### src/rtl/ram_own_pkg.sv
package ram_own_pkg;
  localparam int BYTE_W = 8;
  localparam int RD_W   = 2 * BYTE_W;
  localparam logic [BYTE_W-1:0] MAIN_RD_MASK = 8'hC7;
  localparam logic [BYTE_W-1:0] SUB_RD_MASK  = 8'h1F;

  typedef struct packed {
    logic [1:0] bank;
    logic       spare;
    logic [1:0] prio;
    logic       split;
    logic       req;
    logic       ret;
  } ctrlReg_t;

  localparam ctrlReg_t CTRL_RESET = '{bank: 2'd0, spare: 1'b0, prio: 2'd0,
                                      split: 1'b0, req: 1'b0, ret: 1'b1};

  typedef struct packed {
    logic mainCtrlWr;
    logic subCtrlWr;
    logic mainWpWr;
  } wrStrobe_t;
endpackage

### src/rtl/ram_own_decode.sv
module ram_own_decode
  import ram_own_pkg::*;
(
  input  logic      mainWrEn,
  input  logic      mainWrSel,
  input  logic      subWrEn,
  input  logic      subWrSel,
  output wrStrobe_t strobes
);
  always_comb begin
    strobes.mainCtrlWr = mainWrEn & mainWrSel;
    strobes.mainWpWr   = mainWrEn & ~mainWrSel;
    // sub-side writes to the protect byte are dropped here
    strobes.subCtrlWr  = subWrEn & subWrSel;
  end
endmodule

### src/rtl/ram_own_datapath.sv
module ram_own_datapath
  import ram_own_pkg::*;
(
  input  logic              clk,
  input  logic              rst,
  input  wrStrobe_t         strobes,
  input  logic [BYTE_W-1:0] mainWrData,
  input  logic [BYTE_W-1:0] subWrData,
  output logic [RD_W-1:0]   mainRdData,
  output logic [RD_W-1:0]   subRdData,
  output logic              splitMode,
  output logic              wholeOwnerSub,
  output logic              mainHalf,
  output logic              subHalf,
  output logic              remapStrobe
);
  ctrlReg_t ctrlQ, afterMain, afterSub;
  logic [BYTE_W-1:0] wpQ;

  // main-side update: program bank and request bit only
  always_comb begin
    afterMain = ctrlQ;
    if (strobes.mainCtrlWr) begin
      afterMain.bank = mainWrData[7:6];
      if (ctrlQ.split) begin
        if (!mainWrData[1]) afterMain.req = 1'b1;
      end else begin
        afterMain.req = mainWrData[1];
        if (mainWrData[1] && !ctrlQ.req) afterMain.ret = 1'b0;
      end
    end
  end

  // sub-side update, applied on top of the main-side result
  always_comb begin
    afterSub = afterMain;
    if (strobes.subCtrlWr) begin
      afterSub.prio  = subWrData[4:3];
      afterSub.split = subWrData[2];
      if (subWrData[2]) begin
        afterSub.ret = subWrData[0];
        if ((subWrData[2] != afterMain.split) || (subWrData[0] != afterMain.ret))
          afterSub.req = 1'b0;
      end else begin
        if (afterMain.split) begin
          if (subWrData[0]) begin
            afterSub.ret = 1'b1;
          end else if (afterMain.ret) begin
            afterSub.ret = 1'b0;
            afterSub.req = 1'b1;
          end else begin
            afterSub.ret = 1'b1;
            afterSub.req = 1'b0;
          end
        end else begin
          afterSub.ret = afterMain.ret | subWrData[0];
        end
        if (afterSub.ret) afterSub.req = 1'b0;
      end
    end
    afterSub.spare = 1'b0;
  end

  always_ff @(posedge clk) begin
    if (rst) begin
      ctrlQ       <= CTRL_RESET;
      wpQ         <= '0;
      remapStrobe <= 1'b0;
    end else begin
      ctrlQ       <= afterSub;
      if (strobes.mainWpWr) wpQ <= mainWrData;
      remapStrobe <= (afterSub.split != ctrlQ.split) || (afterSub.ret != ctrlQ.ret);
    end
  end

  always_comb begin
    mainRdData    = {wpQ, ctrlQ & MAIN_RD_MASK};
    subRdData     = {wpQ, ctrlQ & SUB_RD_MASK};
    splitMode     = ctrlQ.split;
    wholeOwnerSub = ~ctrlQ.ret;
    mainHalf      = ctrlQ.ret;
    subHalf       = ~ctrlQ.ret;
  end
endmodule

### src/rtl/ram_own_ctrl.sv
module ram_own_ctrl
  import ram_own_pkg::*;
(
  input  logic              clk,
  input  logic              rst,
  input  logic              mainWrEn,
  input  logic              mainWrSel,
  input  logic [BYTE_W-1:0] mainWrData,
  output logic [RD_W-1:0]   mainRdData,
  input  logic              subWrEn,
  input  logic              subWrSel,
  input  logic [BYTE_W-1:0] subWrData,
  output logic [RD_W-1:0]   subRdData,
  output logic              splitMode,
  output logic              wholeOwnerSub,
  output logic              mainHalf,
  output logic              subHalf,
  output logic              remapStrobe
);
  wrStrobe_t strobes;

  ram_own_decode u_decode (
    .mainWrEn  (mainWrEn),
    .mainWrSel (mainWrSel),
    .subWrEn   (subWrEn),
    .subWrSel  (subWrSel),
    .strobes   (strobes)
  );

  ram_own_datapath u_data (
    .clk           (clk),
    .rst           (rst),
    .strobes       (strobes),
    .mainWrData    (mainWrData),
    .subWrData     (subWrData),
    .mainRdData    (mainRdData),
    .subRdData     (subRdData),
    .splitMode     (splitMode),
    .wholeOwnerSub (wholeOwnerSub),
    .mainHalf      (mainHalf),
    .subHalf       (subHalf),
    .remapStrobe   (remapStrobe)
  );
endmodule

### config.mk
export PLATFORM = sky130hd
export DESIGN_NAME = ram_own_ctrl
export DESIGN_NICKNAME = d
export VERILOG_FILES = /design/src/rtl/ram_own_pkg.sv /design/src/rtl/ram_own_decode.sv /design/src/rtl/ram_own_datapath.sv /design/src/rtl/ram_own_ctrl.sv
export SDC_FILE = /design/constraint.sdc
export NUM_CORES = 1
export LEC_CHECK = 0
export BUFFER_PORTS_ARGS = -buffer_cell sky130_fd_sc_hd__buf_4
export CAP_MARGIN = 20
export CORE_MARGIN = 2
export CORE_UTILIZATION = 37
export CTS_CLUSTER_SIZE = 8
export DETAILED_ROUTE_END_ITERATION = 8
export GPL_TIMING_DRIVEN = 1
export PLACE_DENSITY = 0.82
export SLEW_MARGIN = 5
export SYNTH_ARGS = -nofsm -noshare
export SYNTH_HDL_FRONTEND = slang
export SYNTH_SLANG_ARGS = --single-unit
export TNS_END_PERCENT = 10
### constraint.sdc
create_clock -name clk -period 1.4 [get_ports clk]
set_clock_uncertainty 0.15 [all_clocks]
set_input_delay 0.28 -clock clk [delete_from_list [all_inputs] [get_ports clk]]
set_output_delay 0.28 -clock clk [all_outputs]
set_load 0.02 [all_outputs]
**After elaboration in Yosys (flattened, before gate mapping)**

Index checks and enable logic that the tools add are counted.

- Output and inout bits: 37
- Flip-flop bits (word level): 16
- Logic and storage cells: 37

- Bitwise gates (word level): 6
- Reduce and logical (&&, ||, !) cells: 4
- Eq/ne operators: 4
- Mux-type cells: 16

Operators by type and width:

| cell | number |
|---|---|
| 2-to-1 mux 1 bit | 12 |
| 2-to-1 mux 2 bit | 3 |
| inequality test 1 bit | 4 |
| bitwise AND 1 bit | 3 |
| 2-to-1 mux 3 bit | 1 |
| logical OR 1 bit | 2 |
| inverter 1 bit | 2 |
| logical AND 1 bit | 1 |
| logical NOT 1 bit | 1 |
| bitwise OR 1 bit | 1 |

**Depth between registers and ports, before layout**

- Word-level depth: 15
- Gate-level depth with buffers: 4
- Depth with buffers taken out: 3

**Modules after synthesis**

Synthesis repeated with hierarchy kept, for this count alone.

- Cells, all modules: 98
- Area, all modules: 889.6 µm²

By module, submodules not included:

| module | times used | cells an instance | area each (µm²) | seq. area each (µm²) |
|---|---|---|---|---|
| ram_own_datapath | 1 | 95 | 867.1 | 320.3 |
| ram_own_decode | 1 | 3 | 22.5 | 0.0 |

**Least setup slack after synthesis**

Ideal clock, no wire load.

- Path type: register to register
- Start: reg u_data.ctrlQ (netlist bit u_data.splitMode)
- End: reg u_data.ctrlQ (netlist bit u_data.mainHalf)
- Path buffers: 1
- Path slack: -84 ps
- Arrival time: 1209 ps
- Setup time: 124 ps
- Clock period less this slack: 1484 ps
- Cell stages (with the launch flop): 5
- Cell sequence: dfxtp_1 -> buf_4 -> xnor2_1 -> a211oi_2 -> a2111o_1

- Cells in the longest elaborated chain, start to end: 9
- Elaborated cells on any way between the ends: 10
- Those cells by class: mux: 9; bitwise: 1

RTL lines:

| what | RTL line | RTL |
|---|---|---|
| start, declared | ram_own_datapath.sv:17 | `ctrlReg_t ctrlQ, afterMain, afterSub;` |
| start signal, assigned | ram_own_datapath.sv:70 | `ctrlQ <= afterSub;` |
| 2-to-1 mux 1 bit | ram_own_datapath.sv:25 | `if (ctrlQ.split) begin` |
| 2-to-1 mux 2 bit | ram_own_datapath.sv:23 | `if (strobes.mainCtrlWr) begin` |
| 2-to-1 mux 2 bit | ram_own_datapath.sv:48 | `end else if (afterMain.ret) begin` |
| 2-to-1 mux 1 bit | ram_own_datapath.sv:46 | `if (subWrData[0]) begin` |
| 2-to-1 mux 1 bit | ram_own_datapath.sv:45 | `if (afterMain.split) begin` |
| 2-to-1 mux 1 bit | ram_own_datapath.sv:40 | `if (subWrData[2]) begin` |
| 2-to-1 mux 1 bit | ram_own_datapath.sv:37 | `if (strobes.subCtrlWr) begin` |
| 2-to-1 mux 2 bit | ram_own_datapath.sv:40 |  |
| 2-to-1 mux 3 bit (*) | ram_own_datapath.sv:37 |  |

Mark *: on every way between the ends. The rest lies on a longest branch, timed or not. The select of a mux whose other input is x is not followed.
A chain may end at the register's enable or synchronous reset.

**Worst setup path after layout**

Same ends and word-level chain as after synthesis.

==> impl_metrics.csv <==
group,metric,value,unit
status,status,"finished clean",
worst_setup_path,critPathBufInv,0,
drt,route.detailed.vias_per_inst,4.75,
final_layout,most-common-layout-cells,"52 x sky130_fd_sc_hd__buf_4, 26 x sky130_fd_sc_hd__nand2_1, 13 x sky130_fd_sc_hd__a21oi_1, 13 x sky130_fd_sc_hd__dfxtp_1, 6 x sky130_fd_sc_hd__conb_1",
final_layout,flow.area_growth_from_synthesis,36.3,%
final_layout,most_common_library_cell_in_the_layout_ignoring_fill_and_taps,"sky130_fd_sc_hd__buf_4",
timing,final.setup.tns,0,ns
power_and_ir_drop,power.ir.vdd_worst,0.455,mV
yosys,yosys.area.top_type,"sky130_fd_sc_hd__dfxtp_1",
timing,final_min_period_over_clock_period,99.0,%
worst_setup_path,slowest_delay,0.37,ns
worst_hold_path,hold_class,"primary input to register",
yosys,synth.avg_cell_area,8.03,µm²
clocking,clock_root_buffer_master,"sky130_fd_sc_hd__clkbuf_4",
clocking,cts_tree,"done",
drt,totalWireLength,1.98,mm
drt,drc_violation_count_after_routing,0,
worst_setup_path,cpLargestDelayFamily,"compound AO/OA/AOI/OAI gates",
clocking,post_cts_buffers,0,
drt,vias,840,
grt,gr-total-overflow,0,
yosys,compound_gate_portion_of_the_synthesized_area,17.2,%
timing,fin_hold_viols,0,
yosys,yosysTopAreaCellShare,35.3,%
yosys,synthesis.instances,113,
clocking,cts.clk_slew.worst_paths,0.09,ns
clocking,cts-buffers-inserted,3,
final_layout,layout-drive-gt1-share,46.3,%
yosys,yosys_register_bits,16,
yosys,synth_area,907,µm²
yosys,synthAdderAreaFrac,0,%
place,place.detailed.hpwl,1.58,mm
timing,whs,0.0866,ns
power_and_ir_drop,power.density_cell_area,881,nW/µm²
floorplanning,die-height,53.5,µm
yosys,synth_xor_xnor_area_share,1.93,%
worst_setup_path,worstPathRequired,1.42,ns
yosys,yosys.area_share.simple,23.0,%
drt,routedWlPerCell,11.2,µm
final_layout,filler_cell_count_in_the_final_layout,228,
yosys,number_of_unique_standard_cell_types_used_by_synthesis,32,
final_layout,antennaDiodeCount,0,
grt,grt_max_degree,17,
timing,grt_setup_unrepaired,"yes",
grt,grt_pass1_vias,771,
timing,report.final.setup_viol,0,
yosys,synth_area_leaders,"sky130_fd_sc_hd__dfxtp_1 35%, sky130_fd_sc_hd__buf_4 17%, sky130_fd_sc_hd__nand2_1 11%, sky130_fd_sc_hd__a21oi_1 7.2%, sky130_fd_sc_hd__xnor2_1 1.9%",
clocking,clock_tree.htree_level_count,1,
yosys,ys.warnings.count,0,
floorplanning,chipWidth,53.5,µm
worst_setup_path,critical_path_peak_fanout,7,
drt,dr.first_iter.drc_count,2,
run,maxCapViolCount,0,
clocking,clock_sinks,16,
floorplanning,floorplan.initialDensity,40.2,%
yosys,synth_top_family_by_area,"simple AND/OR/NAND/NOR gates",
drt,detail-route-antenna-nets,0,
yosys,post_synth_mux_area_share,0,%
floorplanning,rows,17,
timing,max_freq,0.721,GHz
place,port_bufs,48,
place,gp_congestion,0.758,
worst_setup_path,critPathArrivalTime,1.41,ns
floorplanning,area_of_the_die,2860,µm²
final_layout,nNetsFinal,172,
grt,wire_length_of_the_first_global_routing_pass,3.13,mm
power_and_ir_drop,standby_leakage_power,0.574,nW
floorplanning,design.portCount,59,
clocking,clock_tree.buffer_depth,2,
timing,slew_viol_final,0,
worst_setup_path,slowest_stage,"sky130_fd_sc_hd__dfxtp_4",
worst_setup_path,critical_path.endpoint_type,"register",
floorplanning,core_area,2250,µm²
yosys,seq_area_frac_synth,35.3,%
grt,grt_antenna_before_repair,0,
timing,fin_crit,1.39,ns
worst_setup_path,worst-setup-path-type,"register to register",
drt,number_of_detailed_route_iterations_in_the_first_pass,2,
worst_setup_path,setup.worst_path.start_class,"register",
clocking,clk-insertion-delay-late,0.28,ns
grt,grtUsageTotal,14.9,%
worst_setup_path,ordered_list_of_cells_on_the_worst_path,"and4bb_4, a211oi_2, a2111o_1",
where the power goes:
part,switching (W),internal (W),total (W)
Combinational,0.000157,0.000137,0.000294
Sequential,0.0000209,0.000476,0.000497
Clock,0.000140,0.000158,0.000298
synth_stat cells:
cell                         n
sky130_fd_sc_hd__nor2b_1     1
sky130_fd_sc_hd__a211oi_2    1
sky130_fd_sc_hd__nor2_1      2
sky130_fd_sc_hd__nor4bb_1    1
sky130_fd_sc_hd__conb_1      1
sky130_fd_sc_hd__o211ai_1    1
sky130_fd_sc_hd__nor4b_1     1
sky130_fd_sc_hd__buf_4      21
sky130_fd_sc_hd__a2111o_1    1
sky130_fd_sc_hd__a211oi_1    1
sky130_fd_sc_hd__a31o_1      1
sky130_fd_sc_hd__nand3_1     3
sky130_fd_sc_hd__and4_1      1
sky130_fd_sc_hd__inv_1       3
sky130_fd_sc_hd__buf_6       1
sky130_fd_sc_hd__and2_2      1
sky130_fd_sc_hd__or2b_2      1
sky130_fd_sc_hd__a221oi_1    1
sky130_fd_sc_hd__xnor2_1     2
sky130_fd_sc_hd__clkbuf_2    1
sky130_fd_sc_hd__and4bb_4    1
sky130_fd_sc_hd__a2111oi_0   1
sky130_fd_sc_hd__clkbuf_1    4
sky130_fd_sc_hd__o311ai_0    1
sky130_fd_sc_hd__and2b_2     1
sky130_fd_sc_hd__nand3b_1    1
sky130_fd_sc_hd__o31ai_1     1
sky130_fd_sc_hd__and2_1      1
sky130_fd_sc_hd__a211o_2     1
sky130_fd_sc_hd__nand2_1    26
sky130_fd_sc_hd__dfxtp_1    16
sky130_fd_sc_hd__a21oi_1    13
stage by stage:
stage | area, µm² | cells | util (%) | setup WS (ns) | power, W
finish | 1240 | 177 | 54.8 | 0.0134 | 0.00109
global route | 1240 | 177 | 54.8 | -0.0197 | 0.00116
CTS | 1220 | 177 | 54.3 | 0.00134 | 0.00111
detailed placement | 1180 | 173 | 52.5 | -0.0866 | 0.000800
global placement | 1180 | 173 | 52.5 | -0.00646 | 0.000794
floorplan | 932 | 118 | - | 0.000683 | 0.000706
metal layers:
layer	routed length (µm)	share of wire, %	track usage (%)	up-vias
met2	970	49	27.2	37
met5	0	0	0	-
met4	11	0.56	6.41	0
li1	-	-	-	424
met1	822	42	16.7	377
met3	173	8.7	2.54	2
final timing paths:
path	end	cells after the start	slack, ns	start
setup / recovery	u_data.mainHalf$_SDFF_PP1_	3	0.01	u_data.splitMode$_SDFF_PP0_
hold / removal	u_data.wpQ[5]$_SDFFE_PP0P_	3	0.09	mainWrData[5]
hold reg to reg	u_data.subRdData[3]$_SDFFE_PP0P_	2	0.31	u_data.subRdData[3]$_SDFFE_PP0P_
setup reg to reg	u_data.mainHalf$_SDFF_PP1_	3	0.01	u_data.splitMode$_SDFF_PP0_
state kept, by name (all words and copies together), names as in the netlist:
name	flops
u_data.subRdData	2
u_data.mainRdData	3
u_data.wpQ	8
u_data.mainHalf	1
u_data.remapStrobe	1
u_data.splitMode	1
worst min-delay path, stage by stage:
cell and delay [ns]:
sky130_fd_sc_hd__buf_4 0.10, sky130_fd_sc_hd__nand2_1 0.04, sky130_fd_sc_hd__a21oi_1 0.05
what timing repair did:
item	in CTS	in global routing
hold buffers	0	0
endpoints found under the setup margin	4	7
pin swaps	1	0
endpoints found under the hold margin	0	0
gates resized for setup	2	4
layout make-up:
class	count	area, µm²	share of cell area, %
multi-input combinational	72	412	33.3
inverter	3	11.3	0.911
timing repair buffer	54	413	33.4
tap	28	35.0	2.83
sequential	16	329	26.6
clock buffer	4	36.3	2.94
cells by family after synthesis:
| family | after synthesis |
|---|---|
| flops | 16 |
| buf+inv | 30 |
| xor+xnor | 2 |
| other cells | 1 |
| compound gates | 23 |
| simple gates | 41 |
Note: power is estimated with default switching activity, not from simulation.
